$ cat src/rtl/pseq_pkg.sv
package pseq_pkg;

    localparam int PC_W   = 6;
    localparam int PAGE_W = 4;
    localparam int CHAP_W = 2;
    localparam int ADDR_W = CHAP_W + PAGE_W + PC_W;

    typedef struct packed {
        logic [CHAP_W-1:0] chap;
        logic [PAGE_W-1:0] page;
        logic [PC_W-1:0]   pc;
    } rom_addr_t;

    // Resolved control flow for one instruction cycle
    typedef enum logic [2:0] {
        FLOW_SEQ      = 3'd0,   // plain advance
        FLOW_BR_TOP   = 3'd1,   // taken branch, latch clear
        FLOW_BR_SUB   = 3'd2,   // taken branch, latch set
        FLOW_CALL_TOP = 3'd3,   // taken call, latch clear
        FLOW_CALL_SUB = 3'd4,   // taken call, latch set
        FLOW_RET_SUB  = 3'd5,   // return, latch set
        FLOW_RET_TOP  = 3'd6    // return, latch clear
    } flow_e;

    function automatic logic [PC_W-1:0] pc_inc(input logic [PC_W-1:0] v);
        return v + PC_W'(1);
    endfunction

    function automatic logic is_call(input flow_e f);
        return (f == FLOW_CALL_TOP) || (f == FLOW_CALL_SUB);
    endfunction

    function automatic logic is_jump(input flow_e f);
        return (f == FLOW_BR_TOP) || (f == FLOW_BR_SUB) || is_call(f);
    endfunction

    function automatic logic is_ret(input flow_e f);
        return (f == FLOW_RET_SUB) || (f == FLOW_RET_TOP);
    endfunction

endpackage

$ cat src/rtl/pseq_flow_decode.sv
module pseq_flow_decode
    import pseq_pkg::*;
(
    input  logic  status,
    input  logic  br_stb,
    input  logic  call_stb,
    input  logic  ret_stb,
    input  logic  in_sub,
    output flow_e flow
);
    always_comb begin
        flow = FLOW_SEQ;
        if (br_stb && status) begin
            flow = in_sub ? FLOW_BR_SUB : FLOW_BR_TOP;
        end else if (call_stb && status) begin
            flow = in_sub ? FLOW_CALL_SUB : FLOW_CALL_TOP;
        end else if (ret_stb) begin
            flow = in_sub ? FLOW_RET_SUB : FLOW_RET_TOP;
        end
    end
endmodule

$ cat src/rtl/pseq_link.sv
module pseq_link
    import pseq_pkg::*;
(
    input  logic  clk,
    input  logic  rst,
    input  flow_e flow,
    output logic  in_sub
);
    always_ff @(posedge clk) begin
        if (rst) begin
            in_sub <= 1'b0;
        end else begin
            case (flow)
                FLOW_CALL_TOP: in_sub <= 1'b1;
                FLOW_RET_SUB:  in_sub <= 1'b0;
                default:       in_sub <= in_sub;
            endcase
        end
    end

    assert_call_sets_latch_R5: assert property (@(posedge clk) disable iff (rst)
        flow == FLOW_CALL_TOP |=> in_sub);

    assert_ret_clears_latch_R7: assert property (@(posedge clk) disable iff (rst)
        flow == FLOW_RET_SUB |=> !in_sub);

    assert_nested_call_keeps_latch_R6: assert property (@(posedge clk) disable iff (rst)
        flow == FLOW_CALL_SUB |=> in_sub);
endmodule

$ cat src/rtl/pseq_pc_unit.sv
module pseq_pc_unit
    import pseq_pkg::*;
#(
    parameter int W = pseq_pkg::PC_W
)(
    input  logic         clk,
    input  logic         rst,
    input  flow_e        flow,
    input  logic [W-1:0] imm,
    output logic [W-1:0] pc
);
    logic [W-1:0] ret_pc;
    logic [W-1:0] pc_nxt;

    assign pc_nxt = pc + W'(1);

    always_ff @(posedge clk) begin
        if (rst) begin
            pc     <= '0;
            ret_pc <= '0;
        end else begin
            case (flow)
                FLOW_BR_TOP, FLOW_BR_SUB, FLOW_CALL_SUB: pc <= imm;
                FLOW_CALL_TOP: begin
                    pc     <= imm;
                    ret_pc <= pc_nxt;
                end
                FLOW_RET_SUB:  pc <= ret_pc;
                default:       pc <= pc_nxt;
            endcase
        end
    end

    assert_pc_advance_R2: assert property (@(posedge clk) disable iff (rst)
        (flow == FLOW_SEQ || flow == FLOW_RET_TOP) |=> pc == W'($past(pc) + W'(1)));

    assert_jump_target_R4: assert property (@(posedge clk) disable iff (rst)
        is_jump(flow) |=> pc == $past(imm));

    assert_ret_point_saved_R5: assert property (@(posedge clk) disable iff (rst)
        flow == FLOW_CALL_TOP |=> ret_pc == W'($past(pc) + W'(1)));

    assert_nested_keeps_ret_R6: assert property (@(posedge clk) disable iff (rst)
        flow == FLOW_CALL_SUB |=> $stable(ret_pc));
endmodule

$ cat src/rtl/pseq_bank_unit.sv
module pseq_bank_unit
    import pseq_pkg::*;
#(
    parameter int PW = pseq_pkg::PAGE_W,
    parameter int CW = pseq_pkg::CHAP_W
)(
    input  logic          clk,
    input  logic          rst,
    input  flow_e         flow,
    input  logic          ldpg_stb,
    input  logic          pg2ch_stb,
    input  logic [PW-1:0] pg_imm,
    output logic [PW-1:0] page,
    output logic [CW-1:0] chap
);
    logic [PW-1:0] pbuf;
    logic [CW-1:0] cbuf;
    logic [CW-1:0] chap_save;

    // Live page and chapter
    always_ff @(posedge clk) begin
        if (rst) begin
            page      <= '0;
            chap      <= '0;
            chap_save <= '0;
        end else begin
            case (flow)
                FLOW_BR_TOP: begin
                    page <= pbuf;
                    chap <= cbuf;
                end
                FLOW_BR_SUB, FLOW_CALL_SUB: chap <= cbuf;
                FLOW_CALL_TOP: begin
                    page      <= pbuf;
                    chap      <= cbuf;
                    chap_save <= chap;
                end
                FLOW_RET_SUB: begin
                    page <= pbuf;
                    chap <= chap_save;
                end
                FLOW_RET_TOP: page <= pbuf;
                default: ;
            endcase
        end
    end

    // Buffers: a taken call owns the page buffer in its cycle
    always_ff @(posedge clk) begin
        if (rst) begin
            pbuf <= '0;
            cbuf <= '0;
        end else begin
            if (is_call(flow)) begin
                pbuf <= page;
            end else if (ldpg_stb) begin
                pbuf <= pg_imm;
            end
            if (pg2ch_stb) begin
                cbuf <= pbuf[CW-1:0];
            end
        end
    end

    assert_seq_holds_bank_R2: assert property (@(posedge clk) disable iff (rst)
        flow == FLOW_SEQ |=> ($stable(page) && $stable(chap)));

    assert_sub_branch_keeps_page_R4: assert property (@(posedge clk) disable iff (rst)
        flow == FLOW_BR_SUB |=> $stable(page));

    assert_call_swaps_page_R6: assert property (@(posedge clk) disable iff (rst)
        is_call(flow) |=> pbuf == $past(page));

    assert_ret_loads_page_R8: assert property (@(posedge clk) disable iff (rst)
        is_ret(flow) |=> page == $past(pbuf));

    assert_xfer_chapter_R9: assert property (@(posedge clk) disable iff (rst)
        pg2ch_stb |=> cbuf == $past(pbuf[CW-1:0]));

    assert_load_pbuf_R10: assert property (@(posedge clk) disable iff (rst)
        (ldpg_stb && !is_call(flow)) |=> pbuf == $past(pg_imm));
endmodule

$ cat src/rtl/paged_seq.sv
module paged_seq
    import pseq_pkg::*;
(
    input  logic              clk,
    input  logic              rst,
    input  logic              status,
    input  logic              br_stb,
    input  logic              call_stb,
    input  logic              ret_stb,
    input  logic              ldpg_stb,
    input  logic              pg2ch_stb,
    input  logic [PC_W-1:0]   op_imm,
    output logic [ADDR_W-1:0] rom_addr
);
    flow_e             flow;
    logic              in_sub;
    logic [PC_W-1:0]   pc;
    logic [PAGE_W-1:0] page;
    logic [CHAP_W-1:0] chap;
    rom_addr_t         addr_s;

    pseq_flow_decode u_dec (
        .status   (status),
        .br_stb   (br_stb),
        .call_stb (call_stb),
        .ret_stb  (ret_stb),
        .in_sub   (in_sub),
        .flow     (flow)
    );

    pseq_link u_link (
        .clk    (clk),
        .rst    (rst),
        .flow   (flow),
        .in_sub (in_sub)
    );

    pseq_pc_unit #(.W(PC_W)) u_pc (
        .clk  (clk),
        .rst  (rst),
        .flow (flow),
        .imm  (op_imm),
        .pc   (pc)
    );

    pseq_bank_unit #(.PW(PAGE_W), .CW(CHAP_W)) u_bank (
        .clk       (clk),
        .rst       (rst),
        .flow      (flow),
        .ldpg_stb  (ldpg_stb),
        .pg2ch_stb (pg2ch_stb),
        .pg_imm    (op_imm[PAGE_W-1:0]),
        .page      (page),
        .chap      (chap)
    );

    always_comb begin
        addr_s.chap = chap;
        addr_s.page = page;
        addr_s.pc   = pc;
    end
    assign rom_addr = addr_s;

    assert_reset_clears_R12: assert property (@(posedge clk)
        rst |=> rom_addr == '0);

    assert_untaken_holds_R3: assert property (@(posedge clk) disable iff (rst)
        ((br_stb || call_stb) && !status && !ret_stb)
            |=> ($stable(rom_addr[ADDR_W-1:PC_W]) && $stable(in_sub)));
endmodule

$ cat config.mk
export PLATFORM = sky130hd
export DESIGN_NAME = paged_seq
export DESIGN_NICKNAME = d
export VERILOG_FILES = /design/src/rtl/pseq_pkg.sv /design/src/rtl/pseq_flow_decode.sv /design/src/rtl/pseq_link.sv /design/src/rtl/pseq_pc_unit.sv /design/src/rtl/pseq_bank_unit.sv /design/src/rtl/paged_seq.sv
export SDC_FILE = /design/constraint.sdc
export NUM_CORES = 1
export LEC_CHECK = 0
export ABC_AREA = 1
export ABC_CLOCK_PERIOD_IN_PS = 2340
export BUFFER_PORTS_ARGS = -buffer_cell sky130_fd_sc_hd__buf_2
export CAP_MARGIN = 10
export CORE_MARGIN = 2
export CORE_UTILIZATION = 25
export DETAILED_ROUTE_END_ITERATION = 8
export SYNTH_ARGS = -nofsm -noshare
export SYNTH_HDL_FRONTEND = slang
export SYNTH_HIERARCHICAL = 1
export SYNTH_SLANG_ARGS = --single-unit
$ cat constraint.sdc
create_clock -name clk -period 2.34 [get_ports clk]
set_input_delay 0.234 -clock clk [delete_from_list [all_inputs] [get_ports clk]]
set_output_delay 0.234 -clock clk [all_outputs]
set_load 0.02 [all_outputs]
==> impl_metrics.yaml <==
run_status:
  outcome: "finished clean"
logic_synthesis:
  yosysWarnings: 6
  ys_top_cells_by_area: "dfxtp_1 38%, nand2_1 16%, inv_1 9.0%"
  ys_ff_latch: 27
  ys_seq_area_frac: 0.379
  syn-num-nets: 235
  syn-instance-count: 220
  synth-adder-area-share: 0.00878
  synth.top_cell.area_share: 0.379
  avgSynthCellArea_um2: 6.48
  yosysUniqueCellTypes: 20
  synth_top_family_by_area: "simple AND/OR/NAND/NOR gates"
  yosys.area_share.simple: 0.363
  synth.mux.area_fraction: 0
  netlist_area_mm2: 0.00143
  yosysTopAreaCell: "dfxtp_1"
  synth_xor_area_frac: 0.00615
  synth-compound-area-share: 0.137
finish:
  nets: 264
  final_cell_mix: "60 x nand2_1, 34 x inv_1, 27 x dfxtp_1, 25 x buf_2, 25 x nand3_1"
  drive_gt1_frac: 0.161
  layout.cells.non_filler: 320
  fin_util: 0.305
  antenna_cells: 0
  layout_commonest_cell: "nand2_1"
  syn2layout_area_growth_pct: 17.8
sta:
  slew_headroom: 0.762
  fin_setup_tns_ns: 0
  final_hold_viol_count: 0
  finClkSkew_ns: 0.00317
  rsz0062_at_grt: "false"
  setup_viol: 0
  worst_pin_slew_ns: 0.356
  fmax_ghz: 0.591
  post-route-period-util: 0.723
  slew_violations: 0
  period_minus_slack_ns: 1.69
  holdWs_ns: 0.169
pwr:
  ir_drop_mv: 0.201
  p_sw_mw: 0.377
  clockPowerShare: 0.242
  p_int_mw: 0.728
  leakagePower_nw: 0.842
  p_comb_frac: 0.266
  p_per_area_mw_per_mm2: 658
  switching_share: 0.341
  seq_power_share: 0.493
clocking:
  cts_tree: "yes"
  clock-sinks: 27
  cts.clk_slew.worst_paths_ns: 0.09
  cts_resized: 0
  cts-buffers-inserted: 3
  insertion_delay_ns: 0.27
  hold_buffers: 0
  clockBufferDepth: 2
  cts_setup_buffers: 0
  cts_root_buffer: "clkbuf_8"
  cts-htree-levels: 1
setup_path:
  critPathCaptureType: "register"
  rr_endpoint: "u_bank/pbuf[3]$_SDFFE_PP0P_"
  ff2ff_setup_slack_ns: 0.65
  crit_type: "reg -> reg"
  cp_common_cell: "nand2_1"
  crit_slowest_cell: "dfxtp_1"
  crit_path_max_fanout: 13
  worstPathRequired_ns: 2.50
  start_kind: "register"
  r2r-start: "u_link/in_sub$_SDFFE_PP0P_"
  critPathArrivalTime_ns: 1.85
  r2r_cells: 9
  crit_path_max_incr_delay_ns: 0.44
  path_cells: "nand2_1, inv_1, nand3_1, nand2_1, nand3_2, nand2_2, nand2_1, nand2_1, a21oi_1"
global_route:
  grt_max_degree: 17
  grtUsageTotal: 0.107
  grt_pass1_wl_mm: 5.49
  grt_overflow: 0
  first_global_vias: 1247
  antenna_found_initial: 0
drt:
  drt-total-wl_mm: 3.20
  drtIter0Drc: 54
  ant_nets: 0
  via_per_inst: 4.33
  drt_first_pass_iters: 4
  routedWlPerCell_um: 10.0
  drc: 0
  num_vias: 1387
floorplanning:
  coreArea_mm2: 0.00551
  dieArea_mm2: 0.00632
  num_rows: 27
  die_width_um: 79.5
  io_pins: 26
  initial_utilization: 0.259
  die_y_um: 79.5
place:
  dp_cells: 316
  place_congestion: 0.783
  port_buffers: 25
  place_hpwl_mm: 2.37
flow_run:
  drv_cap: 0
hold_path:
  holdPathEnd: "u_bank/cbuf[1]$_SDFFE_PP0P_"
  hp-class: "in -> reg"
  whs_path_depth: 2
  worstHoldStart: "pg2ch_stb"
[stage by stage]
step / power [mW] / setup slack, ns / cell area, um^2
finish: 1.10 / 0.649 / 1680
global route: 1.19 / 0.387 / 1680
CTS: 1.12 / 0.636 / 1680
detailed placement: 0.850 / 0.650 / 1630
global placement: 0.847 / 0.685 / 1630
floorplan: 0.764 / 0.679 / 1430
[logic make-up after synthesis]
family / Yosys count
AND/OR/NAND/NOR: 116
buffers and inverters: 38
AO/OA/AOI/OAI: 37
flip-flops: 27
XOR/XNOR: 1
adder cells (fa/ha/maj): 1
[power by group through the flow]
stage | sequential, mW | combinational, mW | clock [mW]
6_report | 0.544 | 0.293 | 0.267
5_1_grt | 0.553 | 0.338 | 0.299
4_1_cts | 0.545 | 0.296 | 0.281
3_5_place_dp | 0.554 | 0.295 | 0
3_3_place_gp | 0.555 | 0.292 | 0
2_1_floorplan | 0.574 | 0.190 | 0
[Yosys cell counts (all sizes together)]
| library cell | number |
|---|---|
| dfxtp | 27 |
| clkbuf | 1 |
| xor2 | 1 |
| a21o | 1 |
| nand3 | 28 |
| o21a | 2 |
| o21bai | 1 |
| a21oi | 18 |
| o21ai | 15 |
| inv | 36 |
| nand2 | 64 |
| buf | 1 |
| nor2 | 19 |
| nand4 | 5 |
| ha | 1 |
[sequential cells by signal, summed over array words and instances (netlist names)]
| name | count |
|---|---|
| u_bank/pbuf | 4 |
| u_pc/pc | 6 |
| u_pc/ret_pc | 6 |
| u_bank/chap | 2 |
| u_link/in_sub | 1 |
| u_bank/page | 4 |
| u_bank/chap_save | 2 |
| u_bank/cbuf | 2 |
[critical path: cells and delay by family (launching register included)]
family,cells,cell delay (ns)
simple gates,7,1.03
compound gates,1,0.06
buf+inv,1,0.05
flops,1,0.44
[cell type report]
type | instances | area [um^2]
Clock buffer | 3 | 41.3
Clock inverter | 1 | 5.00
Fill cell | 615 | 3830
Inverter | 36 | 135
Multi-Input combinational cell | 155 | 734
Sequential cell | 27 | 541
Tap cell | 72 | 90.1
Timing Repair Buffer | 26 | 133
[metal layers]
metal	global-route usage	up-vias	wire length, um
met4	0.0466	0	34
met3	0.0136	2	76
met5	0	-	0
met2	0.172	15	1460
li1	-	755	-
met1	0.143	615	1630
[how the worst max path moves through the flow]
stage                                     from                           to  slack (ns)  depth (start not counted)
finish              u_link/in_sub$_SDFFE_PP0P_  u_bank/pbuf[3]$_SDFFE_PP0P_        0.65                          9
global route        u_link/in_sub$_SDFFE_PP0P_  u_bank/pbuf[2]$_SDFFE_PP0P_        0.39                          9
CTS                 u_link/in_sub$_SDFFE_PP0P_  u_bank/chap[1]$_SDFFE_PP0P_        0.64                          9
detailed placement  u_link/in_sub$_SDFFE_PP0P_  u_bank/chap[1]$_SDFFE_PP0P_        0.65                          9
global placement    u_link/in_sub$_SDFFE_PP0P_  u_bank/chap[1]$_SDFFE_PP0P_        0.69                          9
floorplan           u_link/in_sub$_SDFFE_PP0P_        u_pc/pc[2]$_SDFF_PP0_        0.68                          9
Power figures use the tool's default switching activity.
